**src/rtl/tbt_pkg.sv**
```systemverilog
package tbt_pkg;
  localparam int unsigned REG_W   = 8;
  localparam int unsigned NUM_TAP = 4;
  localparam int unsigned SEL_W   = $clog2(NUM_TAP);

  localparam int unsigned B_FIXED = 7;
  localparam int unsigned B_IE    = 4;
  localparam int unsigned B_FLAG  = 3;
  localparam int unsigned B_CLR   = 2;

  typedef struct packed {
    logic             ie;
    logic             flag;
    logic [SEL_W-1:0] sel;
  } tbt_ctrl_t;

  function automatic logic [REG_W-1:0] tbt_read(input tbt_ctrl_t c);
    logic [REG_W-1:0] w;
    w             = '0;
    w[B_FIXED]    = 1'b1;
    w[B_IE]       = c.ie;
    w[B_FLAG]     = c.flag;
    w[B_CLR]      = 1'b1;
    w[SEL_W-1:0]  = c.sel;
    return w;
  endfunction
endpackage

```
**src/rtl/tbt_prescaler.sv**
```systemverilog
module tbt_prescaler #(
  parameter int unsigned TAP_0 = 12,
  parameter int unsigned TAP_1 = 14,
  parameter int unsigned TAP_2 = 16,
  parameter int unsigned TAP_3 = 19,
  localparam int unsigned CNT_W = TAP_3
) (
  input  logic                        clk,
  input  logic                        rst,
  input  logic                        clr,
  output logic [tbt_pkg::NUM_TAP-1:0] tap_o
);
  logic [CNT_W-1:0] cnt;

  always_ff @(posedge clk) begin
    if (rst || clr) cnt <= '0;
    else            cnt <= cnt + 1'b1;
  end

  for (genvar k = 0; k < int'(tbt_pkg::NUM_TAP); k++) begin : g_tap
    localparam int unsigned TW = (k == 0) ? TAP_0 :
                                 (k == 1) ? TAP_1 :
                                 (k == 2) ? TAP_2 : TAP_3;
    logic q;
    // pulse in the cycle after the low TW bits roll over to zero
    always_ff @(posedge clk) begin
      if (rst || clr) q <= 1'b0;
      else            q <= &cnt[TW-1:0];
    end
    assign tap_o[k] = q;
  end
endmodule

```
**src/rtl/tbt_tap_sel.sv**
```systemverilog
module tbt_tap_sel (
  input  logic [tbt_pkg::NUM_TAP-1:0] taps,
  input  logic [tbt_pkg::SEL_W-1:0]   sel,
  output logic                        hit
);
  always_comb hit = taps[sel];
endmodule

```
**src/rtl/tbt_ctrl.sv**
```systemverilog
module tbt_ctrl
  import tbt_pkg::*;
(
  input  logic      clk,
  input  logic      rst,
  input  logic      wr_en,
  input  logic      wr_ie,
  input  logic      wr_flag,
  input  logic [SEL_W-1:0] wr_sel,
  input  logic      hit,
  output tbt_ctrl_t ctrl
);
  tbt_ctrl_t nxt;

  always_comb begin
    nxt = ctrl;
    if (wr_en) begin
      nxt.ie  = wr_ie;
      nxt.sel = wr_sel;
      if (!wr_flag) nxt.flag = 1'b0;
    end
    if (hit) nxt.flag = 1'b1;   // a carry beats a software clear
  end

  always_ff @(posedge clk) begin
    if (rst) ctrl <= '0;
    else     ctrl <= nxt;
  end
endmodule

```
**src/rtl/tbt_timebase.sv**
```systemverilog
module tbt_timebase
  import tbt_pkg::*;
#(
  parameter int unsigned TAP_0 = 12,
  parameter int unsigned TAP_1 = 14,
  parameter int unsigned TAP_2 = 16,
  parameter int unsigned TAP_3 = 19
) (
  input  logic               clk,
  input  logic               rst,
  input  logic               wr_en,
  input  logic [REG_W-1:0]   wr_data,
  output logic [REG_W-1:0]   rd_data,
  output logic               irq,
  output logic [NUM_TAP-1:0] tap_o
);
  tbt_ctrl_t ctrl;
  logic      clr_cmd;
  logic      hit;
  logic      unused_bits;

  assign unused_bits = ^wr_data[REG_W-1:B_IE+1];
  assign clr_cmd     = wr_en && !wr_data[B_CLR];

  tbt_prescaler #(
    .TAP_0(TAP_0), .TAP_1(TAP_1), .TAP_2(TAP_2), .TAP_3(TAP_3)
  ) u_pre (
    .clk(clk), .rst(rst), .clr(clr_cmd), .tap_o(tap_o)
  );

  tbt_tap_sel u_sel (
    .taps(tap_o), .sel(ctrl.sel), .hit(hit)
  );

  tbt_ctrl u_ctrl (
    .clk(clk), .rst(rst), .wr_en(wr_en),
    .wr_ie(wr_data[B_IE]), .wr_flag(wr_data[B_FLAG]),
    .wr_sel(wr_data[SEL_W-1:0]), .hit(hit), .ctrl(ctrl)
  );

  assign rd_data = tbt_read(ctrl);
  assign irq     = ctrl.flag && ctrl.ie;
endmodule

```
**config.mk**
```make
export PLATFORM = sky130hd
export DESIGN_NAME = tbt_timebase
export DESIGN_NICKNAME = d
export VERILOG_FILES = /design/src/rtl/tbt_pkg.sv /design/src/rtl/tbt_prescaler.sv /design/src/rtl/tbt_tap_sel.sv /design/src/rtl/tbt_ctrl.sv /design/src/rtl/tbt_timebase.sv
export SDC_FILE = /design/constraint.sdc
export NUM_CORES = 1
export LEC_CHECK = 0
export ABC_CLOCK_PERIOD_IN_PS = 5600
export CORE_UTILIZATION = 45
export CTS_CLUSTER_SIZE = 30
export DETAILED_ROUTE_END_ITERATION = 8
export PLACE_DENSITY = 0.71
export REMOVE_ABC_BUFFERS = 1
export SLEW_MARGIN = 30
export SYNTH_ARGS = -nofsm -noshare
export SYNTH_HDL_FRONTEND = slang
export SYNTH_SLANG_ARGS = --single-unit
```
**constraint.sdc**
```tcl
create_clock -name clk -period 5.6 [get_ports clk]
set_clock_uncertainty 0.15 [all_clocks]
set_input_delay 1.12 -clock clk [delete_from_list [all_inputs] [get_ports clk]]
set_output_delay 1.12 -clock clk [all_outputs]
set_load 0.05 [all_outputs]
```
---- After elaboration in Yosys (flattened, before gate mapping) ----
Cells that the tools add are included.
storage, ports and cells
  flip-flop bits (word level) ............. 27
  output and inout bits ................... 13
operators by class
  add/sub/neg operators ................... 1
  magnitude comparators ................... 1
  eq/ne operators ......................... 1
  mux-type cells .......................... 5
  reduce and logical (&&, ||, !) cells .... 10
operators by type and width
  kind                   number
  $add 19x1->19 const B  1
  $reduce_and 19->1      1
  $reduce_and 16->1      1
  $reduce_and 14->1      1
  $reduce_and 12->1      1
  $lt 2x3->1 const B     1
  $mux 1                 3
  $mux 3                 1
  $bmux 1 s2             1
  $logic_and 1x1->1      2
  $ne 2x1->1 const B     1
  $reduce_and 2->1       1
  $reduce_bool 2->1      1
  $logic_not 1->1        1
  $logic_or 1x1->1       1

---- Logic depth before layout (Yosys ltp) ----
  depth after elaboration ................. 4
  gate-level depth with buffers ........... 5

---- By module ----
From an unflattened synthesis, not the netlist that was laid out.
unflattened totals
  cells, all modules ...................... 133
  area, all modules ....................... 1,207.4 sq um
by module, submodules not included
  module         times used  cells an instance  area an instance (sq um)  seq. area each (sq um)
  tbt_prescaler  1           111                979.7                     460.4
  tbt_ctrl       1           13                 147.6                     80.1
  tbt_timebase   1           8                  57.6                      0.0
  tbt_tap_sel    1           1                  22.5                      0.0

---- Worst setup path after synthesis ----
OpenSTA, ideal clock, no wires.
  path type ............................... reg-to-output
  start ................................... register, netlist name u_ctrl.ctrl[3]
  end ..................................... output irq
  arrival time ............................ 1.127 ns
  setup slack ............................. 3.203 ns
  cell stages (with the launch flop) ...... 2
  buffers on the path ..................... 0
  cell sequence ........................... dfxtp_1 and2_1
between the ends
  longest elaborated chain between the ends .. 1
ends and longest elaborated chain
  element            line                text
  $logic_and 1x1->1  tbt_timebase.sv:42  assign irq = ctrl.flag && ctrl.ie;
  end, declared      tbt_timebase.sv:14  output logic irq,
Every way passes these cells.

---- Final worst setup path ----
  start ................................... register, netlist name u_ctrl.ctrl[3]
  end ..................................... output irq
between the ends
  longest elaborated chain between the ends .. 1
ends and longest elaborated chain
  element            line
  $logic_and 1x1->1  tbt_timebase.sv:42
Every way passes these cells.

==> summary.txt <==
Status = finished clean
Seq cells post-synth = 27
Pre-antenna DRT Iters = 4
Port Buf Inserts = 16
Worst skew pair latency = 0.32 ns
Unique masters post-synth = 32
Antenna violations before repair = 0
Met1 Use GR = 20.3%
Drt via density = 5.17
Vias in the first global route = 753
Cts repair resizes = 0
Worst slew pin tran = 0.496 ns
Worst setup EP type = primary output
Total Routing Usage GR = 15.9%
RSZ-0062 raised after global routing = false
Die height = 53.2 um
DIE WIDTH = 53.2 um
Nets = 151
Rows = 18
Post-route ant nets = 0
Initial Utilization = 47.6%
DP HPWL = 1510 um
Top Family by Delay on Critical Path = buffers and inverters
Fin crit period = 2.87 ns
CP cell instances = and2_1 -> clkdlybuf4s50_1
M2 GR Usage = 25.8%
Number of synthesis warnings = 0
Layout cells sized above 1 = 7.97%
Max FO, Critical Path = 3
Clock slew at reported path FFs = 0.15 ns
Max_slew headroom = 66.8%
# diodes = 0
Met3 GRT Util = 2.87%
Post-CTS repair timing setup buffer count = 0
Area Growth Syn to Fin = 13.0%
Detailed Route Iter0 Violations = 12
Period utilization = 51.2%
Synthesized area = 0.00118 mm2
First-pass GRT wire length = 3220 um
Worst vdd ir = 156 uV
CTS Hold Buffers Added = 0
Gate Count Post-Synth = 127
Largest net degree at the start of global routing = 22
CTS Buf Count = 3
Final Hold Fails = 0
Detailed Route WL = 2080 um
TritonCTS clock tree = yes
Synth Flop Type = dfxtp_1
Max-cap viol count = 0
CP arrival = 1.60 ns
CP max stage delay = 0.79 ns
Slowest stage cell, crit path = clkdlybuf4s50_1
Buf+Inv Stages, Crit Path = 1
Busiest layer in global routing = met2
Finish-stage setup viols = 0
Vias = 868
Post-synth EDFFs = 0
Core area = 0.00248 mm2
Register area share after synthesis = 45.8%
Util after Layout = 53.8%
Leakage = 0.000462 uW
Global route overflow = 0
Longest Clk Path Bufs = 2
Hold Path Class = flop to flop
Max-slew violations = 0
IO Count = 24
DRC errors left = 0
Pwr Density = 233 mW/mm2
H-tree depth = 1
Avg WL per Cell = 12.4 um
Sum Neg Setup Slack = 0 ns
Synth async-reset ratio = 0%
Critical Setup Path Class = flop to primary output
CTS root buf = clkbuf_4
Routability cong. = 0.796
Clk sinks = 27
Die footprint = 0.00283 mm2
F_max = 349 MHz
Required time worst endpoint = 4.33 ns
Avg Inst Size Synth = 9.29 um2
Startpoint Class = flop
## power breakdown
part           internal, uW  switching (uW)
logic                  9.68            17.9
clock network          27.3            58.4
registers               195            2.31
total                   232            78.6
## metal layers
layer | wire, um | vias to the layer above | part of all wire [%]
met4 | 27 | 0 | 1.3
li1 | - | 451 | -
met5 | 0 | - | 0
met2 | 951 | 25 | 46
met1 | 995 | 388 | 48
met3 | 103 | 4 | 5.0
## cell usage after synthesis (2+ instances only)
master	count	area share, %
or4_1	3	1.9
xor2_1	6	4.5
o21ai_0	2	0.85
and4_2	2	1.7
and3_1	2	1.1
nor2_1	18	5.7
nand3_1	4	1.7
nor3_1	2	0.85
and2_1	3	1.6
dfxtp_1	27	46
a21oi_1	6	2.5
clkbuf_1	2	0.64
conb_1	2	0.64
buf_4	8	5.1
xnor2_1	6	4.5
nor4_1	3	1.6
nand2_1	7	2.2
inv_1	3	0.95
nand4_1	5	2.7
mux2i_1	3	2.5
o31ai_1	2	1.3
## final timing paths
check / start / end / slack, ns / cells after the start
setup reg to reg: u_pre.cnt[0] / u_pre.cnt[18] / 3.56 / 5
hold reg to reg: u_pre.cnt[18] / u_pre.g_tap[3].q / 0.32 / 2
setup / recovery: u_ctrl.ctrl[3] / irq / 2.73 / 2
hold / removal: u_pre.cnt[18] / u_pre.g_tap[3].q / 0.32 / 2
## cells by family after synthesis
kind of cell             synth area share, %
AO/OA/AOI/OAI                           6.04
XOR/XNOR                                8.91
adder cells (fa/ha/maj)                 1.06
buffers and inverters                   7.85
flip-flops                              45.8
multiplexers                            4.45
other                                  0.637
AND/OR/NAND/NOR                         25.2
## worst reg2reg max path, delay by kind of cell (launching register included)
family / cells / cell delay, ns
flip-flops: 1 / 0.40
AO/OA/AOI/OAI: 1 / 0.15
adder cells (fa/ha/maj): 1 / 0.23
AND/OR/NAND/NOR: 3 / 1.07
## cell usage in the layout (no fill, tap or decap), types with 4 or more instances in the layout
| cell | n |
|---|---|
| xor2_1 | 6 |
| conb_1 | 4 |
| nand3_1 | 4 |
| nand2_1 | 7 |
| clkdlybuf4s50_1 | 16 |
| dfxtp_1 | 27 |
| a21oi_1 | 6 |
| xnor2_1 | 6 |
| nand4_1 | 5 |
| nor2_1 | 18 |
## state kept, by name, indices dropped and copies added (netlist names)
name / flops
u_ctrl.ctrl: 4
u_pre.g_tap.q: 4
u_pre.cnt: 19
## stage by stage
stage / cells / setup WS [ns] / total power, uW / hold WS, ns / area (um2)
floorplan: 118 / 3.20 / 218 / 0.270 / 1110
global placement: 164 / 2.74 / 228 / 0.280 / 1300
detailed placement: 164 / 2.72 / 229 / 0.300 / 1300
CTS: 168 / 2.72 / 312 / 0.322 / 1330
global route: 168 / 2.67 / 321 / 0.352 / 1330
finish: 168 / 2.73 / 310 / 0.322 / 1330
## area by class of cell
cell class,count,area (um2)
tap,30,37.5
multi-input combinational,88,554
inverter,3,11.3
timing repair buffer,16,160
clock buffer,3,22.5
clock inverter,1,7.51
sequential,27,541
fill,241,1140
(Power assumes the default switching activity.)
